$ cat src/rtl/tokwrap_pkg.sv
package tokwrap_pkg;
    typedef enum logic {
        TGT_HOLD = 1'b0,
        TGT_STEP = 1'b1
    } tgt_step_e;
endpackage

$ cat src/rtl/tokwrap_fire.sv
module tokwrap_fire #(
    parameter int N_IN  = 2,
    parameter int N_OUT = 2
) (
    input  logic             rst,
    input  logic [N_IN-1:0]  in_valid,
    input  logic [N_OUT-1:0] out_ready,
    output logic             fire
);
    logic all_in;
    logic all_out;

    always_comb begin
        all_in  = &in_valid;
        all_out = &out_ready;
        fire    = !rst && all_in && all_out;
    end
endmodule

$ cat src/rtl/tokwrap_accum.sv
module tokwrap_accum
    import tokwrap_pkg::*;
#(
    parameter int N_IN  = 2,
    parameter int N_OUT = 2,
    parameter int W     = 16
) (
    input  logic               clk,
    input  logic               rst,
    input  logic               fire,
    input  logic [N_IN*W-1:0]  in_bits,
    output logic [N_OUT*W-1:0] out_bits
);
    logic [W-1:0] acc_q;
    logic [W-1:0] in_sum;
    logic [W-1:0] acc_next;
    tgt_step_e    step;

    always_comb begin
        in_sum = '0;
        for (int i = 0; i < N_IN; i++) begin
            in_sum = in_sum + in_bits[i*W +: W];
        end
        acc_next = acc_q + in_sum;
        step     = fire ? TGT_STEP : TGT_HOLD;
    end

    always_ff @(posedge clk) begin
        if (rst) begin
            acc_q <= '0;
        end else begin
            unique case (step)
                TGT_HOLD: acc_q <= acc_q;
                TGT_STEP: acc_q <= acc_next;
            endcase
        end
    end

    for (genvar j = 0; j < N_OUT; j++) begin : g_out
        localparam logic [W-1:0] OFS = W'(j);
        assign out_bits[j*W +: W] = acc_next + OFS;
    end

    // no step means the stored value is untouched
    assert_hold_R4: assert property (@(posedge clk) disable iff (rst)
        !fire |=> $stable(acc_q));
    // a step lands the pre-edge next value
    assert_step_R3: assert property (@(posedge clk) disable iff (rst)
        fire |=> acc_q == $past(acc_next));
    // reset clears the target
    assert_clear_R6: assert property (@(posedge clk)
        rst |=> acc_q == '0);
endmodule

$ cat src/rtl/tokwrap_top.sv
module tokwrap_top #(
    parameter int N_IN  = 2,
    parameter int N_OUT = 2,
    parameter int W     = 16
) (
    input  logic               clk,
    input  logic               rst,
    input  logic [N_IN-1:0]    in_valid,
    output logic [N_IN-1:0]    in_ready,
    input  logic [N_IN*W-1:0]  in_bits,
    output logic [N_OUT-1:0]   out_valid,
    input  logic [N_OUT-1:0]   out_ready,
    output logic [N_OUT*W-1:0] out_bits
);
    logic fire;

    tokwrap_fire #(.N_IN(N_IN), .N_OUT(N_OUT)) u_fire (
        .rst       (rst),
        .in_valid  (in_valid),
        .out_ready (out_ready),
        .fire      (fire)
    );

    tokwrap_accum #(.N_IN(N_IN), .N_OUT(N_OUT), .W(W)) u_tgt (
        .clk      (clk),
        .rst      (rst),
        .fire     (fire),
        .in_bits  (in_bits),
        .out_bits (out_bits)
    );

    for (genvar i = 0; i < N_IN; i++) begin : g_in
        assign in_ready[i] = 1'b1;
    end

    for (genvar j = 0; j < N_OUT; j++) begin : g_ov
        assign out_valid[j] = fire;
    end

    // a token leaves only when all inputs and all outputs agree
    assert_valid_gate_R1: assert property (@(posedge clk) disable iff (rst)
        (|out_valid) |-> ((&in_valid) && (&out_ready)));
    // all output channels fire together
    assert_valid_same_R1: assert property (@(posedge clk) disable iff (rst)
        (out_valid == '0) || (out_valid == '1));
    // no token presented while reset is held
    assert_rst_quiet_R6: assert property (@(posedge clk)
        rst |-> (out_valid == '0));
endmodule

$ cat config.mk
export PLATFORM = sky130hd
export DESIGN_NAME = tokwrap_top
export DESIGN_NICKNAME = d
export VERILOG_FILES = /design/src/rtl/tokwrap_pkg.sv /design/src/rtl/tokwrap_fire.sv /design/src/rtl/tokwrap_accum.sv /design/src/rtl/tokwrap_top.sv
export SDC_FILE = /design/constraint.sdc
export NUM_CORES = 1
export LEC_CHECK = 0
export CAP_MARGIN = 20
export CORE_UTILIZATION = 40
export CTS_CLUSTER_DIAMETER = 50
export DETAILED_ROUTE_END_ITERATION = 8
export GPL_TIMING_DRIVEN = 0
export PLACE_DENSITY = 0.77
export SETUP_SLACK_MARGIN = 0.1
export SYNTH_ARGS = -nofsm -noshare
export SYNTH_HDL_FRONTEND = slang
export SYNTH_SLANG_ARGS = --single-unit
$ cat constraint.sdc
create_clock -name clk -period 5.2 [get_ports clk]
set_clock_uncertainty 0.2 [all_clocks]
set_input_delay 0.52 -clock clk [delete_from_list [all_inputs] [get_ports clk]]
set_output_delay 0.52 -clock clk [all_outputs]
set_load 0.05 [all_outputs]
### Yosys cells after proc, flatten, opt, wreduce, memory -nomap -nowiden

Index checks and enable logic that the tools add are counted.
Widths: inputs -> output; s select.

* memory bits (writable): 0
* output and inout bits: 36
* input bits: 38
* flip-flop bits (word level): 16
* memories kept: 0
* ROM bits: 0
* logic and storage cells: 11
* latch bits: 0

* equal/unequal tests: 0
* bitwise logic cells: 0
* muxes and demuxes: 2
* divide/modulo/power cells: 0
* add/subtract/negate cells: 3
* $lt $le $gt $ge: 0
* shift operators: 0
* $mul: 0
* reduce and logical (&&, ||, !) cells: 5

Operators by type and width (count)
* $add 16x16->16: 2
* $add 16x1->16 const B: 1
* $mux 16: 1
* $reduce_and 2->1: 2
* $logic_and 1x1->1: 2
* $logic_not 1->1: 1
* $mux 1: 1

### Depth between registers and ports, before layout

Gate-level depths: netlist (run 1).

* depth in word-level cells: 5
* mapped depth: 14
* gate-level depth less buffers: 14

### Cells and area by module

Synthesis (run 1) repeated with hierarchy kept, for this count alone.

* cell total of the unflattened synthesis: 218
* area, all modules: 2082.0 µm²

By module, submodules not included
* tokwrap_accum: cells an instance 211, sequential area each 320.3 µm², instances 1, area each 2038.2 µm²
* tokwrap_top: cells an instance 5, sequential area each 0.0 µm², instances 1, area each 33.8 µm²
* tokwrap_fire: cells an instance 2, sequential area each 0.0 µm², instances 1, area each 10.0 µm²

### Worst setup path after synthesis (run 1)

No wires, ideal clock.

* kind: input-to-output
* start: input in_bits[1]
* end: output out_bits[31]
* path slack: -206 ps
* arrival: 4686 ps
* buffers on the path: 0
* cell stages on the path: 12
* data required time: 4480 ps
* cell sequence: inv_1 fa_1 inv_1 ha_1 fa_1 a21oi_2 o21bai_1 xor2_1 nand3_1 or4b_4 nor4_4 xor2_1

* cells in the longest elaborated chain, start to end: 3

RTL lines
* from (decl): RTL line tokwrap_top.sv:10 `input logic [N_IN*W-1:0] in_bits,`
* $add 16x16->16: RTL line tokwrap_accum.sv:22 `in_sum = in_sum + in_bits[i*W +: W];`
* $add 16x16->16: RTL line tokwrap_accum.sv:24 `acc_next = acc_q + in_sum;`
* named net out_bits[5]: RTL line tokwrap_top.sv:13 `output logic [N_OUT*W-1:0] out_bits`
* $add 16x1->16: RTL line tokwrap_accum.sv:41 `assign out_bits[j*W +: W] = acc_next + OFS;`
* to (decl): RTL line tokwrap_top.sv:13

The timed path passes the listed nets, and every way through them passes these cells.

### Final worst setup path (run 1)

* start: input in_bits[1]
* end: output out_bits[27]

* cells in the longest elaborated chain, start to end: 3

RTL lines (RTL line)
* $add 16x16->16: tokwrap_accum.sv:22
* $add 16x16->16: tokwrap_accum.sv:24
* $add 16x1->16: tokwrap_accum.sv:41

No other way between the ends.

==> results of run 1 <==
[where the power goes]
| part | internal (W) | total (W) | switching, W | leakage, nW |
|---|---|---|---|---|
| Sequential | 0.000127 | 0.000131 | 0.00000321 | 0.129 |
| Combinational | 0.000321 | 0.000931 | 0.000610 | 1.12 |
| Clock | 0.0000674 | 0.000119 | 0.0000516 | 0.0288 |
| Total | 0.000516 | 0.00118 | 0.000665 | 1.27 |
[how the worst min path moves through the flow]
stage,endpoint,depth (start not counted),startpoint,slack (ns)
global route,u_tgt.acc_q[8],2,u_tgt.acc_q[8],0.30
detailed placement,u_tgt.acc_q[2],2,u_tgt.acc_q[2],0.26
global placement,u_tgt.acc_q[2],2,u_tgt.acc_q[2],0.26
CTS,u_tgt.acc_q[2],2,u_tgt.acc_q[2],0.27
floorplan,u_tgt.acc_q[15],2,u_tgt.acc_q[15],0.25
finish,u_tgt.acc_q[2],2,u_tgt.acc_q[2],0.28
[layout make-up]
class | count | share of cell area (%)
multi-input cells | 194 | 55.3
plain buffers | 12 | 2.51
inverters | 17 | 2.34
repair buffers | 71 | 24.2
well taps | 67 | 2.85
flip-flops and latches | 16 | 10.9
clock buffers | 4 | 1.87
[worst max-delay path, delay by kind of cell]
kind                     cells  cell delay [ns]
buffers and inverters        4             1.07
XOR/XNOR                     2             0.39
AND/OR/NAND/NOR              3             0.68
AO/OA/AOI/OAI                2             0.46
adder cells (fa/ha/maj)      3             1.14
[cells in the mapped netlist, types with 2 or more instances]
cell type  number  area, um2
o21a_1          2       15.0
and2_1          2       12.5
nor2b_1         3       18.8
o211ai_1        2       15.0
nor3_1          2       10.0
inv_1          16       60.1
clkbuf_1        4       15.0
buf_4           5       37.5
nand2_1        23       86.3
and3_1          5       31.3
a211oi_1        2       15.0
o21ai_0        10       50.1
nand3b_1        2       15.0
fa_1           16        320
nand4_1         2       12.5
a21o_1          4       30.0
nor2_1         14       52.6
dfxtp_1        16        320
nand3_1        22        110
o21bai_1        3       22.5
xor2_1          8       70.1
xnor2_1        18        158
a21oi_1        12       60.1
mux2i_1         3       30.0
ha_1           15        188
[metrics by stage]
stage / std cells / area, um2 / util (%)
floorplan: 239 / 2070 / -
global placement: 377 / 2860 / 59.5
detailed placement: 377 / 2860 / 59.5
CTS: 381 / 2910 / 60.3
global route: 381 / 2940 / 61.0
finish: 381 / 2940 / 61.0
[routing by layer]
layer | track usage [%] | wire length [um] | vias to the layer above
met3 | 4.12 | 332 | 7
met5 | 0 | 0 | -
li1 | - | - | 962
met4 | 4.49 | 61 | 0
met1 | 27.3 | 2370 | 927
met2 | 33.8 | 2460 | 63
[logic make-up (layout without fill, tap and decap cells)]
logic type	after synthesis	in the layout	share of synthesized area [%]
and+or+nand+nor	84	84	21.7
AOI/OAI and AO/OA	47	47	16.7
adders and majority gates	31	31	24.8
buffers and inverters	29	104	6.97
xor gates and xnor gates	27	27	12.5
DFF	16	16	15.7
muxes	3	3	1.47
other	1	2	0.183
[repair_timing]
action | in CTS | in global routing
endpoints found under the hold margin | 0 | 0
endpoints found under the setup margin | 6 | 11
resized for setup | 16 | 12
pin swaps | 0 | 1
==> reports/metrics.yaml, run 1 <==
status: "complete, no violations"
worst_pin_slew_ns: 0.581
cp.required_ns: 4.48
drtAntennaViolNets: 0
multi_input_area_um2: 1630
dieArea_um2: 5400
worstReg2RegEnd: "u_tgt.acc_q[14]"
drive_gt1_share_pct: 10.8
clockRootBuffer: "clkbuf_8"
final_common_cell: "clkdlybuf4s50_1"
grt_max_degree: 12
synth_cell_type_count: 52
h-tree-depth: 1
cts_tree: "done"
cp-start-kind: "primary input"
hpwl_um: 4190
ys_ff_latch: 16
firstDrtPassIters: 4
syn_inst: 238
top_regs: "u_tgt.acc_q x16"
fmax_ghz: 0.200
grt_util_all_layers_pct: 20.4
crit_path_end: "out_bits[27]"
clk_pin_slew_ns: 0.07
synth.yosys.seq_area_share_pct: 15.7
finalNetCount: 384
clock_path_buffers: 2
drt-vias-per-instance: 5.14
tns_ns: 0
path_class: "in2out"
p_leak_nw: 1.27
p_per_area_nw_per_um2: 402
rows: 25
top_register: "u_tgt.acc_q"
final.fill_count: 458
r2r-start: "u_tgt.acc_q[2]"
r2r_slack_ns: 2.00
synth_area_um2: 2050
cp-end-kind: "output port"
slew_violations: 0
grt_pass1_wl_um: 8540
initial_core_util_pct: 42.5
relSlewSlack_pct: 61.2
die_h_um: 73.5
setup_viol: 0
gp_congestion: 0.943
pre_cts_ws_ns: -0.421
reg2reg_depth: 8
cts_inserted_buffers: 3
final_cell_mix: "clkdlybuf4s50_1, nand2_1, nand3_1"
portBuffers: 71
min_period_ns: 5.01
routedWlPerCell_um: 13.7
insertion_delay_ns: 0.26
total_power_w: 0.00118
drc: 0
holdWs_ns: 0.275
yosysWarnings: 0
worst_path_max_delay_cell: "clkdlybuf4s15_1"
hold_violations: 0
ios: 74
arrival_ns: 4.29
num_vias: 1959
avgSynthCellArea_um2: 8.60
crit_path_max_incr_delay_ns: 0.53
core_area_um2: 4820
synthFlopType: "dfxtp_1"
path_max_fanout: 6
wl_um: 5220
synthArstFlopShare_pct: 0
drv_cap: 0
seq_area_um2: 320
drt_iter0_markers: 114
vdd_ir_drop_max_v: 0.000315
period_share_pct: 96.3
grt.overflow.total: 0
rsz0062_at_grt: "true"
clkSinkCount: 16
n_antenna_cell: 0
grt_pass1_vias: 1901
path_cells: "clkdlybuf4s50_1 -> inv_1 -> fa_1 -> inv_1 -> ha_1 -> fa_2 -> a21oi_2 -> o211a_4 -> xnor2_1 -> and2_1 -> nand3_4 -> nor3_1 -> xnor2_1 -> clkdlybuf4s15_1"
hold_class: "reg2reg"
postCtsHoldBufs: 0
antenna_found_initial: 0
syn2layout_area_growth_pct: 43.7
synth_edf_count: 0
setup_ws_ns: 0.191
largest_reg_flops: 16
postCtsSetupRepairBufs: 0
die_w_um: 73.5
crit_start: "in_bits[1]"
(Power assumes the default switching activity.)
==> run 2, diff against run 1 <==
--- a/config.mk
+++ b/config.mk
@@ -6,6 +6,7 @@
 export NUM_CORES = 1
 export LEC_CHECK = 0
 export CAP_MARGIN = 20
+export CORE_ASPECT_RATIO = 0.5
 export CORE_UTILIZATION = 40
 export CTS_CLUSTER_DIAMETER = 50
 export DETAILED_ROUTE_END_ITERATION = 8
==> reports/metrics.yaml, run 2 (synthesis gave the netlist of run 1 again) <==
status: "complete, no violations"
drive_gt1_share_pct: 11.5  # +0.64 points
top_register: "u_tgt.acc_q"
period_share_pct: 94.8  # -1.5 points
fmax_ghz: 0.203  # +1.6%
p_per_area_nw_per_um2: 399  # -0.55%
fin_area_um2: 2940  # about the same
r2r_slack_ns: 2.10  # +0.10 ns
critical_path_buf_inv_count: 5  # +1
grt_pass1_wl_um: 9000  # +5.4%
cp.required_ns: 4.48  # about the same
portBuffers: 71  # unchanged
final.fill_count: 411  # -10%
ios: 74  # unchanged
grt_max_degree: 12  # unchanged
postCtsHoldBufs: 0  # unchanged
drt-vias-per-instance: 5.30  # +3.1%
slew_violations: 0  # unchanged
setup_viol: 0  # unchanged
grt_util_all_layers_pct: 22.4  # +2.0 points
place_area_um2: 2860  # about the same
routedWlPerCell_um: 14.8  # +8.3%
finalNetCount: 385  # +0.26%
path_max_fanout: 4  # -2
num_vias: 2014  # +2.8%
rows: 17  # -32%
hold_violations: 0  # unchanged
reg2reg_depth: 12  # +4
tns_ns: 0  # unchanged
drtAntennaViolNets: 0  # unchanged
clock_path_buffers: 2  # unchanged
crit_path_max_incr_delay_ns: 0.53  # about the same
hold_start: "u_tgt.acc_q[6]"
drv_cap: 0  # unchanged
clockRootBuffer: "clkbuf_8"
n_antenna_cell: 0  # unchanged
path_cells: "clkdlybuf4s50_1 -> inv_1 -> fa_1 -> inv_1 -> ha_2 -> fa_2 -> a21oi_4 -> o211a_4 -> o21ai_2 -> a21o_4 -> xnor2_4 -> clkinv_4 -> or4b_4 -> nor4_4 -> xor2_1 -> buf_4"
total_power_w: 0.00117  # -0.63%
arrival_ns: 4.21  # -0.08 ns
drc: 0  # unchanged
die_h_um: 52.6  # -28%
worst_pin_slew_ns: 0.638  # +0.0570 ns
worst_path_max_delay_cell: "fa_1"
grt.overflow.total: 0  # unchanged
final_common_cell: "clkdlybuf4s50_1"
dieArea_um2: 5420  # +0.32%
hold_class: "reg2reg"
clkSinkCount: 16  # unchanged
final_cell_mix: "clkdlybuf4s50_1, nand2_1, nand3_1"
gp_congestion: 0.898  # -4.7%
cts_inserted_buffers: 3  # unchanged
wl_um: 5640  # +8.0%
initial_core_util_pct: 43.9  # +1.4 points
p_leak_nw: 1.27  # -0.16%
cts_tree: "done"
crit_top_cell: "inv_1"
firstDrtPassIters: 4  # unchanged
insertion_delay_ns: 0.26  # about the same
cp-end-kind: "output port"
cp-start-kind: "primary input"
min_period_ns: 4.93  # -0.0780 ns
multi_input_area_um2: 1640  # +0.92%
relSlewSlack_pct: 57.1  # -4.1 points
core_area_um2: 4660  # -3.3%
worstReg2RegEnd: "u_tgt.acc_q[15]"
grt_pass1_vias: 1901  # unchanged
drt_iter0_markers: 93  # -18%
h-tree-depth: 1  # unchanged
whs_endpoint: "u_tgt.acc_q[6]"
path_class: "in2out"
r2r-start: "u_tgt.acc_q[1]"
vdd_ir_drop_max_v: 0.000147  # -53%
top_regs: "u_tgt.acc_q x16"
hold_depth: 2  # unchanged
seq_area_um2: 320  # unchanged
cp_top_family: "adder cells"
rsz0062_at_grt: "false"
largest_reg_flops: 16  # unchanged
die_w_um: 103  # +40%
syn2layout_area_growth_pct: 43.5  # about the same
clk_pin_slew_ns: 0.07  # about the same
hpwl_um: 4640  # +11%
antenna_found_initial: 0  # unchanged
## run 2: how the worst max path moves through the flow
stage / cells after the start / endpoint / from
finish: 16 / out_bits[31] / in_bits[1]
floorplan: 12 / out_bits[31] / in_bits[1]
global placement: 16 / out_bits[31] / in_bits[1]
CTS: 14 / out_bits[30] / in_bits[1]
global route: 16 / out_bits[31] / in_bits[1]
detailed placement: 16 / out_bits[31] / in_bits[1]
## run 2: final cells by class
type	count	area share, %
repair buffers	72	24.2
clock buffers	3	1.41
plain buffers	12	2.51
inverters	17	2.34
well taps	66	2.81
flip-flops and latches	16	10.9
multi-input cells	194	55.9
## run 2: power breakdown
part           internal, W   total, W  switching, W
Sequential        0.000127   0.000131    0.00000328
Combinational     0.000320   0.000942      0.000623
Clock            0.0000516  0.0000998     0.0000482
Total             0.000499    0.00117      0.000674
## run 2: repair_timing
item	CTS	global route
setup buffers	0	1
pin swaps	0	3
resized for setup	16	10
endpoints found under the setup margin	6	13
## run 2: worst register-to-register path, delay by kind of cell, from the launching register on
kind / cells / cell delay, ns
flip-flops: 1 / 0.32
adder cells (fa/ha/maj): 3 / 1.08
AO/OA/AOI/OAI: 5 / 1.14
AND/OR/NAND/NOR: 2 / 0.15
buffers and inverters: 2 / 0.10
## run 2: routing by layer
| layer | wire [um] | vias to the layer above | GRT usage, % |
|---|---|---|---|
| li1 | - | 969 | - |
| met4 | 38 | 0 | 3.52 |
| met2 | 2750 | 50 | 40.8 |
| met1 | 2580 | 991 | 28.4 |
| met5 | 0 | - | 0 |
| met3 | 261 | 4 | 4.13 |
## run 2: metrics by stage
step                worst slack, ns  hold slack [ns]  instances  util, %
floorplan                     0.104            0.246        239        -
detailed placement           -0.449            0.262        376     61.5
global placement             -0.400            0.256        376     61.5
finish                        0.269            0.268        380     63.0
global route                  0.110            0.296        380     63.0
CTS                           0.110            0.272        379     62.1
